--- src/rtl/jsa_pkg.sv ---
package jsa_pkg;
    typedef enum logic {
        FMT_LEFT_JUST  = 1'b0,
        FMT_RIGHT_JUST = 1'b1
    } fmt_e;
endpackage

--- src/rtl/jsa_sync.sv ---
module jsa_sync #(
    parameter int   STAGES  = 2,
    parameter logic RST_VAL = 1'b0
) (
    input  logic clk,
    input  logic rst_n,
    input  logic d_i,
    output logic q_o
);
    generate
        if (STAGES == 0) begin : g_bypass
            assign q_o = d_i;
        end else begin : g_chain
            logic [STAGES-1:0] chain_q;
            always_ff @(posedge clk or negedge rst_n) begin
                if (!rst_n) chain_q <= {STAGES{RST_VAL}};
                else if (STAGES == 1) chain_q <= d_i;
                else chain_q <= {chain_q[STAGES-2:0], d_i};
            end
            assign q_o = chain_q[STAGES-1];
        end
    endgenerate
endmodule

--- src/rtl/jsa_clk_track.sv ---
module jsa_clk_track #(
    parameter int SYNC_STAGES = 2
) (
    input  logic clk,
    input  logic rst_n,
    input  logic bclk_i,
    input  logic lrclk_i,
    output logic fall_o,
    output logic lr_now_o,
    output logic lr_edge_o,
    output logic left_start_o
);
    logic bclk_s, lr_s;
    logic bclk_prev_q, lr_prev_q;

    jsa_sync #(.STAGES(SYNC_STAGES), .RST_VAL(1'b1)) u_sync_bclk (
        .clk(clk), .rst_n(rst_n), .d_i(bclk_i), .q_o(bclk_s)
    );
    jsa_sync #(.STAGES(SYNC_STAGES), .RST_VAL(1'b0)) u_sync_lr (
        .clk(clk), .rst_n(rst_n), .d_i(lrclk_i), .q_o(lr_s)
    );

    always_ff @(posedge clk or negedge rst_n) begin
        if (!rst_n) begin
            bclk_prev_q <= 1'b1;
            lr_prev_q   <= 1'b0;
        end else begin
            bclk_prev_q <= bclk_s;
            if (fall_o) lr_prev_q <= lr_s;
        end
    end

    assign fall_o       = bclk_prev_q & ~bclk_s;
    assign lr_now_o     = lr_s;
    assign lr_edge_o    = fall_o & (lr_s != lr_prev_q);
    assign left_start_o = lr_edge_o & lr_s;
endmodule

--- src/rtl/jsa_bit_pick.sv ---
module jsa_bit_pick
    import jsa_pkg::*;
#(
    parameter int SAMPLE_W = 32,
    parameter int LEN_W    = 6,
    parameter int HALF_W   = 7
) (
    input  fmt_e                fmt_i,
    input  logic [SAMPLE_W-1:0] word_i,
    input  logic [LEN_W-1:0]    word_len_i,
    input  logic [HALF_W-1:0]   half_len_i,
    input  logic [HALF_W-1:0]   slot_i,
    output logic                bit_o
);
    localparam int IW    = ((HALF_W > LEN_W) ? HALF_W : LEN_W) + 2;
    localparam int IDX_W = $clog2(SAMPLE_W);

    logic [IW-1:0] slot_e, len_e, half_e, pos;

    always_comb begin
        slot_e = IW'(slot_i);
        half_e = IW'(half_len_i);
        len_e  = IW'(word_len_i);
        if (len_e > IW'(SAMPLE_W)) len_e = IW'(SAMPLE_W);
        pos   = '0;
        bit_o = 1'b0;
        if (fmt_i == FMT_LEFT_JUST) begin
            if (slot_e < len_e) begin
                pos   = len_e - IW'(1) - slot_e;
                bit_o = word_i[pos[IDX_W-1:0]];
            end
        end else begin
            if (slot_e < half_e) begin
                pos = half_e - IW'(1) - slot_e;
                if (pos < len_e) bit_o = word_i[pos[IDX_W-1:0]];
            end
        end
    end
endmodule

--- src/rtl/jsa_tx.sv ---
module jsa_tx
    import jsa_pkg::*;
#(
    parameter int SAMPLE_W    = 32,
    parameter int HALF_MAX    = 64,
    parameter int SYNC_STAGES = 2,
    localparam int LEN_W      = $clog2(SAMPLE_W + 1),
    localparam int HALF_W     = $clog2(HALF_MAX + 1)
) (
    input  logic                clk,
    input  logic                rst_n,
    input  logic                bclk,
    input  logic                lrclk,
    input  logic                fmt_sel,
    input  logic [LEN_W-1:0]    word_len,
    input  logic [HALF_W-1:0]   half_len,
    input  logic                in_valid,
    output logic                in_ready,
    input  logic [SAMPLE_W-1:0] in_left,
    input  logic [SAMPLE_W-1:0] in_right,
    output logic                sdout
);
    typedef struct packed {
        logic                sdout;
        logic                pending;
        logic [SAMPLE_W-1:0] hold_l;
        logic [SAMPLE_W-1:0] hold_r;
        logic [SAMPLE_W-1:0] cur_l;
        logic [SAMPLE_W-1:0] cur_r;
        logic [HALF_W-1:0]   slot;
    } tx_state_t;

    tx_state_t st_d, st_q;

    logic bclk_fall, lr_now, lr_edge, left_start;
    logic [HALF_W-1:0]   slot_nx;
    logic [SAMPLE_W-1:0] cur_l_nx, cur_r_nx, word_nx;
    logic                pick_bit;
    logic                swap_in;

    jsa_clk_track #(.SYNC_STAGES(SYNC_STAGES)) u_track (
        .clk         (clk),
        .rst_n       (rst_n),
        .bclk_i      (bclk),
        .lrclk_i     (lrclk),
        .fall_o      (bclk_fall),
        .lr_now_o    (lr_now),
        .lr_edge_o   (lr_edge),
        .left_start_o(left_start)
    );

    // Slot position and active words after this cycle
    always_comb begin
        swap_in  = left_start & st_q.pending;
        slot_nx  = st_q.slot;
        if (bclk_fall) begin
            if (lr_edge) slot_nx = '0;
            else if (st_q.slot != {HALF_W{1'b1}}) slot_nx = st_q.slot + HALF_W'(1);
        end
        cur_l_nx = swap_in ? st_q.hold_l : st_q.cur_l;
        cur_r_nx = swap_in ? st_q.hold_r : st_q.cur_r;
        word_nx  = lr_now ? cur_l_nx : cur_r_nx;
    end

    jsa_bit_pick #(.SAMPLE_W(SAMPLE_W), .LEN_W(LEN_W), .HALF_W(HALF_W)) u_pick (
        .fmt_i     (fmt_e'(fmt_sel)),
        .word_i    (word_nx),
        .word_len_i(word_len),
        .half_len_i(half_len),
        .slot_i    (slot_nx),
        .bit_o     (pick_bit)
    );

    always_comb begin
        st_d       = st_q;
        st_d.slot  = slot_nx;
        st_d.cur_l = cur_l_nx;
        st_d.cur_r = cur_r_nx;
        if (bclk_fall) st_d.sdout = pick_bit;
        if (swap_in) begin
            st_d.pending = 1'b0;
        end else if (in_valid && !st_q.pending) begin
            st_d.hold_l  = in_left;
            st_d.hold_r  = in_right;
            st_d.pending = 1'b1;
        end
    end

    always_ff @(posedge clk or negedge rst_n) begin
        if (!rst_n) st_q <= '0;
        else        st_q <= st_d;
    end

    assign in_ready = ~st_q.pending;
    assign sdout    = st_q.sdout;
endmodule

--- config.mk ---
export PLATFORM = sky130hd
export DESIGN_NAME = jsa_tx
export DESIGN_NICKNAME = d
export VERILOG_FILES = /design/src/rtl/jsa_pkg.sv /design/src/rtl/jsa_sync.sv /design/src/rtl/jsa_clk_track.sv /design/src/rtl/jsa_bit_pick.sv /design/src/rtl/jsa_tx.sv
export SDC_FILE = /design/constraint.sdc
export NUM_CORES = 1
export LEC_CHECK = 0
export ABC_AREA = 0
export BUFFER_PORTS_ARGS = -buffer_cell sky130_fd_sc_hd__buf_2
export CORE_MARGIN = 4
export CORE_UTILIZATION = 65
export CTS_BUF_LIST = sky130_fd_sc_hd__clkbuf_2
export CTS_CLUSTER_SIZE = 30
export DETAILED_ROUTE_END_ITERATION = 6
export MAX_ROUTING_LAYER = met4
export PLACE_DENSITY = 0.85
export SLEW_MARGIN = 40
export SYNTH_ARGS = -nofsm -noshare
export SYNTH_HDL_FRONTEND = slang
export SYNTH_SLANG_ARGS = --single-unit
export TNS_END_PERCENT = 10
--- constraint.sdc ---
create_clock -name clk -period 7.2 [get_ports clk]
set_input_delay 1.08 -clock clk [delete_from_list [all_inputs] [get_ports clk]]
set_output_delay 1.08 -clock clk [all_outputs]
set_load 0.02 [all_outputs]
Yosys cells after proc, flatten, opt, wreduce, memory -nomap -nowiden --
Cells that the tools add are included. W data, S select, Z words.
Word-level totals: input port bits 83, logic and storage cells 52, flip-flop bits (word level) 143
Cells by class: equal/unequal tests 2, bitwise operators 7, $lt $le $gt $ge 6, reduce and logical (&&, ||, !) cells 4, add/subtract/negate cells 5, muxes and demuxes 17
Operators by type and width (count):
- $mux W32 | 3
- $mux W65 | 1
- $mux W7 | 3
- $lt A5 B6 Y1 const B | 2
- $bmux W1 S5 | 2
- $lt A9 B6 Y1 | 1
- $sub A9 B7 Y9 | 1
- $sub A7 B1 Y8 const B | 1
- $add A7 B1 Y7 const B | 1
- $lt A7 B6 Y1 | 1
- $lt A7 B7 Y1 | 1
- $mux W1 | 7
- $ne A7 B7 Y1 const B | 1
- $gt A6 B6 Y1 const B | 1
- $mux W6 | 1
- $sub A5 B1 Y5 const B | 1
- $sub A5 B5 Y5 | 1
- $and A1 B1 Y1 | 4
- $not A1 Y1 | 3
- $reduce_and A2 Y1 | 1
- $reduce_bool A2 Y1 | 1
- $logic_and A1 B1 Y1 | 1
- $logic_not A1 Y1 | 1
- $ne A1 B1 Y1 | 1

Logic depth before layout (Yosys ltp) --
depth in word-level cells 12, gate-level depth with buffers 20, depth with buffers taken out 20

Modules after synthesis --
From an unflattened synthesis, not the netlist that was laid out.
Unflattened totals: cells, all modules 525, area total of the unflattened synthesis 7492.2 um2
Modules (own cells, without submodules):
- jsa_tx | seq. area each 3428.3 um2, cells each 350, area an instance 5811.8 um2, times used 1
- jsa_bit_pick | seq. area each 0.0 um2, cells each 163, area an instance 1473.9 um2, times used 1
- jsa_clk_track | seq. area each 51.3 um2, cells each 8, area an instance 103.8 um2, times used 1
- jsa_sync at u_track.u_sync_bclk | seq. area each 52.6 um2, cells each 2, area an instance 52.6 um2, times used 1
- jsa_sync at u_track.u_sync_lr | seq. area each 50.0 um2, cells each 2, area an instance 50.0 um2, times used 1

Worst setup path before layout --
No wires, ideal clock.
kind input to register, start input half_len[0], end register st_q, in the netlist sdout, stages on the path 13, path slack 3.209 ns, data required time 7.090 ns, arrival time 3.881 ns, cell sequence inv_1 -> ha_1 -> fa_1 -> clkbuf_1 -> inv_1 -> ha_1 -> a21o_1 -> a21o_1 -> a21o_1 -> a21o_1 -> a21oi_1 -> o211ai_1 -> o41ai_1
Between the ends: cells in the longest elaborated chain, start to end 7
Ends and longest elaborated chain:
- start, declared | RTL line jsa_tx.sv:16 | input logic [HALF_W-1:0] half_len,
- $sub A7 B1 Y8 | RTL line jsa_bit_pick.sv:34 | pos = half_e - IW'(1) - slot_e;
- $sub A9 B7 Y9 | RTL line jsa_bit_pick.sv:34
- $bmux W1 S5 | RTL line jsa_bit_pick.sv:35 | if (pos < len_e) bit_o = word_i[pos[IDX_W-1:0]];
- $mux W1 (implied by the code) | RTL line jsa_bit_pick.sv:35
- $mux W1 | RTL line jsa_bit_pick.sv:35
- $mux W1 (*) | RTL line jsa_bit_pick.sv:33 | if (slot_e < half_e) begin
- $mux W1 (*) | RTL line jsa_bit_pick.sv:27 | if (fmt_i == FMT_LEFT_JUST) begin
- end signal, assigned | RTL line jsa_tx.sv:91 | else st_q <= st_d;
- end, declared | RTL line jsa_tx.sv:33 | tx_state_t st_d, st_q;
Every way passes the cells marked *; elsewhere a longest branch is shown, timed or not. The select of a mux whose other input is x is not followed. A chain may end at the register's enable or synchronous reset.

Worst setup path after layout --
start register u_track.u_sync_lr.g_chain.chain_q[1], end register st_q, in the netlist sdout
RTL lines:
- start, declared | RTL line jsa_sync.sv:14 | logic [STAGES-1:0] chain_q;
- start signal, assigned | RTL line jsa_sync.sv:16 | if (!rst_n) chain_q <= {STAGES{RST_VAL}};
- start signal, assigned | RTL line jsa_sync.sv:17 | else if (STAGES == 1) chain_q <= d_i;
- start signal, assigned | RTL line jsa_sync.sv:18 | else chain_q <= {chain_q[STAGES-2:0], d_i};
- $ne A1 B1 Y1 (*) | RTL line jsa_clk_track.sv:35 | assign lr_edge_o = fall_o & (lr_s != lr_prev_q);
- $and A1 B1 Y1 (*) | RTL line jsa_clk_track.sv:35
- $mux W7 (*) | RTL line jsa_tx.sv:57 | if (lr_edge) slot_nx = '0;
- $mux W7 (*) | RTL line jsa_tx.sv:56 | if (bclk_fall) begin
- net slot_nx[0] | RTL line jsa_tx.sv:36 | logic [HALF_W-1:0] slot_nx;
- $sub A9 B7 Y9 | RTL line jsa_bit_pick.sv:34
- $bmux W1 S5 | RTL line jsa_bit_pick.sv:35
- $mux W1 (implied by the code) | RTL line jsa_bit_pick.sv:35
- $mux W1 | RTL line jsa_bit_pick.sv:35
- $mux W1 | RTL line jsa_bit_pick.sv:33
- $mux W1 (*) | RTL line jsa_bit_pick.sv:27
The timed path passes the listed nets; every way through them passes the cells marked *. The select of a mux whose other input is x is not followed.

==> qor.txt <==
result of the run: finished, final reports clean
Levels on crit path: 14
number of register bits inferred by synthesis: 143
Row Count: 39
via count of the first global-routing pass: 5408
initial antenna violation count: 0
number of antenna repair diodes: 0
clock latency at the later pin of the worst-skew pair: 720 ps
EDFF count, synth: 0
total clock buffers created by CTS: 17
cell repeated most along the worst path: sky130_fd_sc_hd__a21o_1
launching element of the worst setup path: u_track.u_sync_lr.g_chain.chain_q[1]
RSZ-0062 raised after global routing: no
final number of max-transition violations: 0
cell with the largest stage delay on the worst path: sky130_fd_sc_hd__dfrtp_4
port bufs: 84
Critical Path End: sdout
via count: 5059
crit path kind: reg2reg
Setup TNS: 0 ps
post-synthesis net count: 727
category of the worst setup path capture point: register
Non-Filler Instances: 846
Worst IR Drop VDD: 0.2286 mV
final worst-path setup slack: 2680 ps
# Max-Cap Violations: 0
Die Wd: 116.1 um
cell count after placement: 815
number of clock sinks: 143
synthesis-to-finish area growth: 10.06%
sequential share of the synthesized area: 47.12%
clock-pin transition on the worst setup and hold timing paths: 230 ps
Resize count post-CTS: 0
worst-case setup slack after placement: 2734 ps
CTS H-tree depth: 4
DR vias/cell: 5.980
Least-Margin Pin Slew: 818.9 ps
Design Power: 0.003016 W
crit-path cells: xnor2_1 > nor2_1 > nor2_1 > ha_1 > fa_1 > inv_1 > ha_1 > a21o_1 > a21o_1 > a21o_1 > a21o_1 > a21oi_1 > o211ai_1 > o41ai_1
startpoint of the worst register-to-register path: u_track.u_sync_lr.g_chain.chain_q[1]
top-level port count: 85
Top delay family on crit path: adder cells
pin count of the biggest net entering global routing: 77
Max Clock Skew: 36.63 ps
smallest hold slack: 321.7 ps
Remaining DRCs: 0
final setup violation count: 0
total die area: 13490 um2
wirelength, routed: 15510 um
maximum fanout encountered on the critical timing path: 66
Unique masters post-synth: 62
Post-Synthesis Cells: 614
sum of overflow across all layers after global routing: 0
slew margin rel.: 45.41%
dpl hpwl: 11140 um
leakage power of the design: 3.759 nW
classification of the worst-slack hold path: in2async
GP Congestion: 0.8812
Worst path max stage delay: 910 ps
Async SR Flop Fraction: 100.0%
total power density per cell area: 360.5 nW/um2
critical path data required time: 7790 ps
Starting Density: 66.58%
category of the worst setup path launch point: register
endpoint of the lowest-slack register-to-register path: sdout
overall global routing resource usage: 26.22%
CP Buf/Inv Count: 1
number of search-and-repair iterations in the first detailed-routing pass: 5
number of warning messages in the yosys log: 0
critical path arrival: 5110 ps
minimum clock period: 4520 ps
final number of hold-violating endpoints: 0
wire length per cell: 18.33 um
# nets final: 804
CTS Root Buffer Type: sky130_fd_sc_hd__clkbuf_2
maximum clock rate: 0.2212 GHz
commonest register cell after synthesis: sky130_fd_sc_hd__dfrtp_1
worst reg2reg setup slack: 2680 ps
TritonCTS clock tree: built
post-synthesis instance area: 7602 um2
reg2reg path depth: 14
first-iteration detailed-routing DRC count: 279
fraction of final layout cells sized beyond drive strength 1: 39.54%
Avg Cell Area, Syn: 12.38 um2
die height: 116.1 um
first-pass GRT wire length: 26450 um
hold-fix buffers at CTS: 0
ratio of final minimum period to clock period: 62.78%
buffer count from post-CTS setup fixing: 0
maximum root-to-sink buffer count: 2
Core ar.: 11420 um2
Detail Route Antenna Nets: 0
## final cells by class
type	instances	area, um2
repair buffers	88	464.2
fillers	823	3052
inverters	29	108.9
clock inverters	13	162.7
multi-input cells	412	3776
well taps	143	178.9
flip-flops and latches	143	3586
clock buffers	18	90.09
## placed cells by master (no fill, tap or decap), drive strengths merged, types with 5 or more instances in the layout
master	instances
buf	88
o21ai	6
mux2	133
nand3	7
nand2	19
mux2i	30
nor2	43
mux4	16
nor2b	8
clkbuf	18
dfrtp	140
nand2b	5
inv	31
xnor2	13
clkinv	5
a21o	7
xor2	6
a21oi	34
ha	28
## Yosys cell counts (3+ instances only)
cell type	n	area share, %
sky130_fd_sc_hd__nand3_1	7	0.46
sky130_fd_sc_hd__a211oi_1	4	0.40
sky130_fd_sc_hd__o21a_1	4	0.40
sky130_fd_sc_hd__dfstp_2	3	1.0
sky130_fd_sc_hd__mux4_2	16	4.7
sky130_fd_sc_hd__nor2_1	42	2.1
sky130_fd_sc_hd__nor2b_1	8	0.66
sky130_fd_sc_hd__mux2_2	132	20
sky130_fd_sc_hd__o21ai_0	5	0.33
sky130_fd_sc_hd__nor3_1	4	0.26
sky130_fd_sc_hd__a21o_1	7	0.69
sky130_fd_sc_hd__inv_1	28	1.4
sky130_fd_sc_hd__and3_1	3	0.25
sky130_fd_sc_hd__xor2_1	6	0.69
sky130_fd_sc_hd__nand2_1	19	0.94
sky130_fd_sc_hd__a211o_1	3	0.35
sky130_fd_sc_hd__dfrtp_1	140	46
sky130_fd_sc_hd__xnor2_1	13	1.5
sky130_fd_sc_hd__mux2i_1	30	3.9
sky130_fd_sc_hd__nand2b_1	5	0.41
sky130_fd_sc_hd__a31oi_1	4	0.33
sky130_fd_sc_hd__a21oi_1	34	2.2
sky130_fd_sc_hd__clkbuf_1	22	1.1
sky130_fd_sc_hd__ha_1	28	4.6
## kinds of logic after synthesis
logic type	after synthesis	share of synthesized area, %
XOR/XNOR	19	2.189
flip-flops	143	47.12
AO/OA/AOI/OAI	84	7.505
buffers and inverters	59	3.341
AND/OR/NAND/NOR	100	6.271
multiplexers	179	28.44
adder cells (fa/ha/maj)	30	5.135
## layer usage
layer	vias to the layer above	GRT usage [%]	routed length, um
met4	0	9.126	308
li1	2380	-	-
met1	2526	32.55	6600
met2	123	43.42	7853
met3	30	5.078	744
met5	-	-	0
## state kept, by name, indices dropped and copies added (netlist names)
signal                               count
sdout                                    1
u_track.lr_prev_q                        1
u_track.u_sync_lr.g_chain.chain_q        2
st_q                                   136
u_track.bclk_prev_q                      1
u_track.u_sync_bclk.g_chain.chain_q      2
## through the flow
stage	utilization, %	cell area [um2]
detailed placement	71.03	8110
finish	73.27	8367
global route	73.27	8367
floorplan	-	7602
CTS	73.24	8363
global placement	70.97	8104
## worst min-delay path by stage
stage,endpoint,cells after the start,slack [ps]
after CTS,st_q[131],1,290
after global routing,st_q[131],1,310
after global placement,u_track.u_sync_bclk.g_chain.chain_q[1],0,350
after floorplan,u_track.u_sync_lr.g_chain.chain_q[1],0,330
after detailed placement,u_track.u_sync_bclk.g_chain.chain_q[1],0,350
final,st_q[133],1,320
## power breakdown
group	internal [W]	leakage [nW]	switching, W
registers	0.00112	1.70	0.000208
clock network	0.000195	0.144	0.000294
logic	0.000656	1.92	0.000545
## worst register-to-register path: cells and delay by family (launching register included)
kind,cells,cell delay (ps)
buffers and inverters,1,190
XOR/XNOR,1,220
AND/OR/NAND/NOR,2,370
adder cells (fa/ha/maj),3,1380
flip-flops,1,910
AO/OA/AOI/OAI,7,1340
Note: power is estimated with default switching activity, not from simulation.
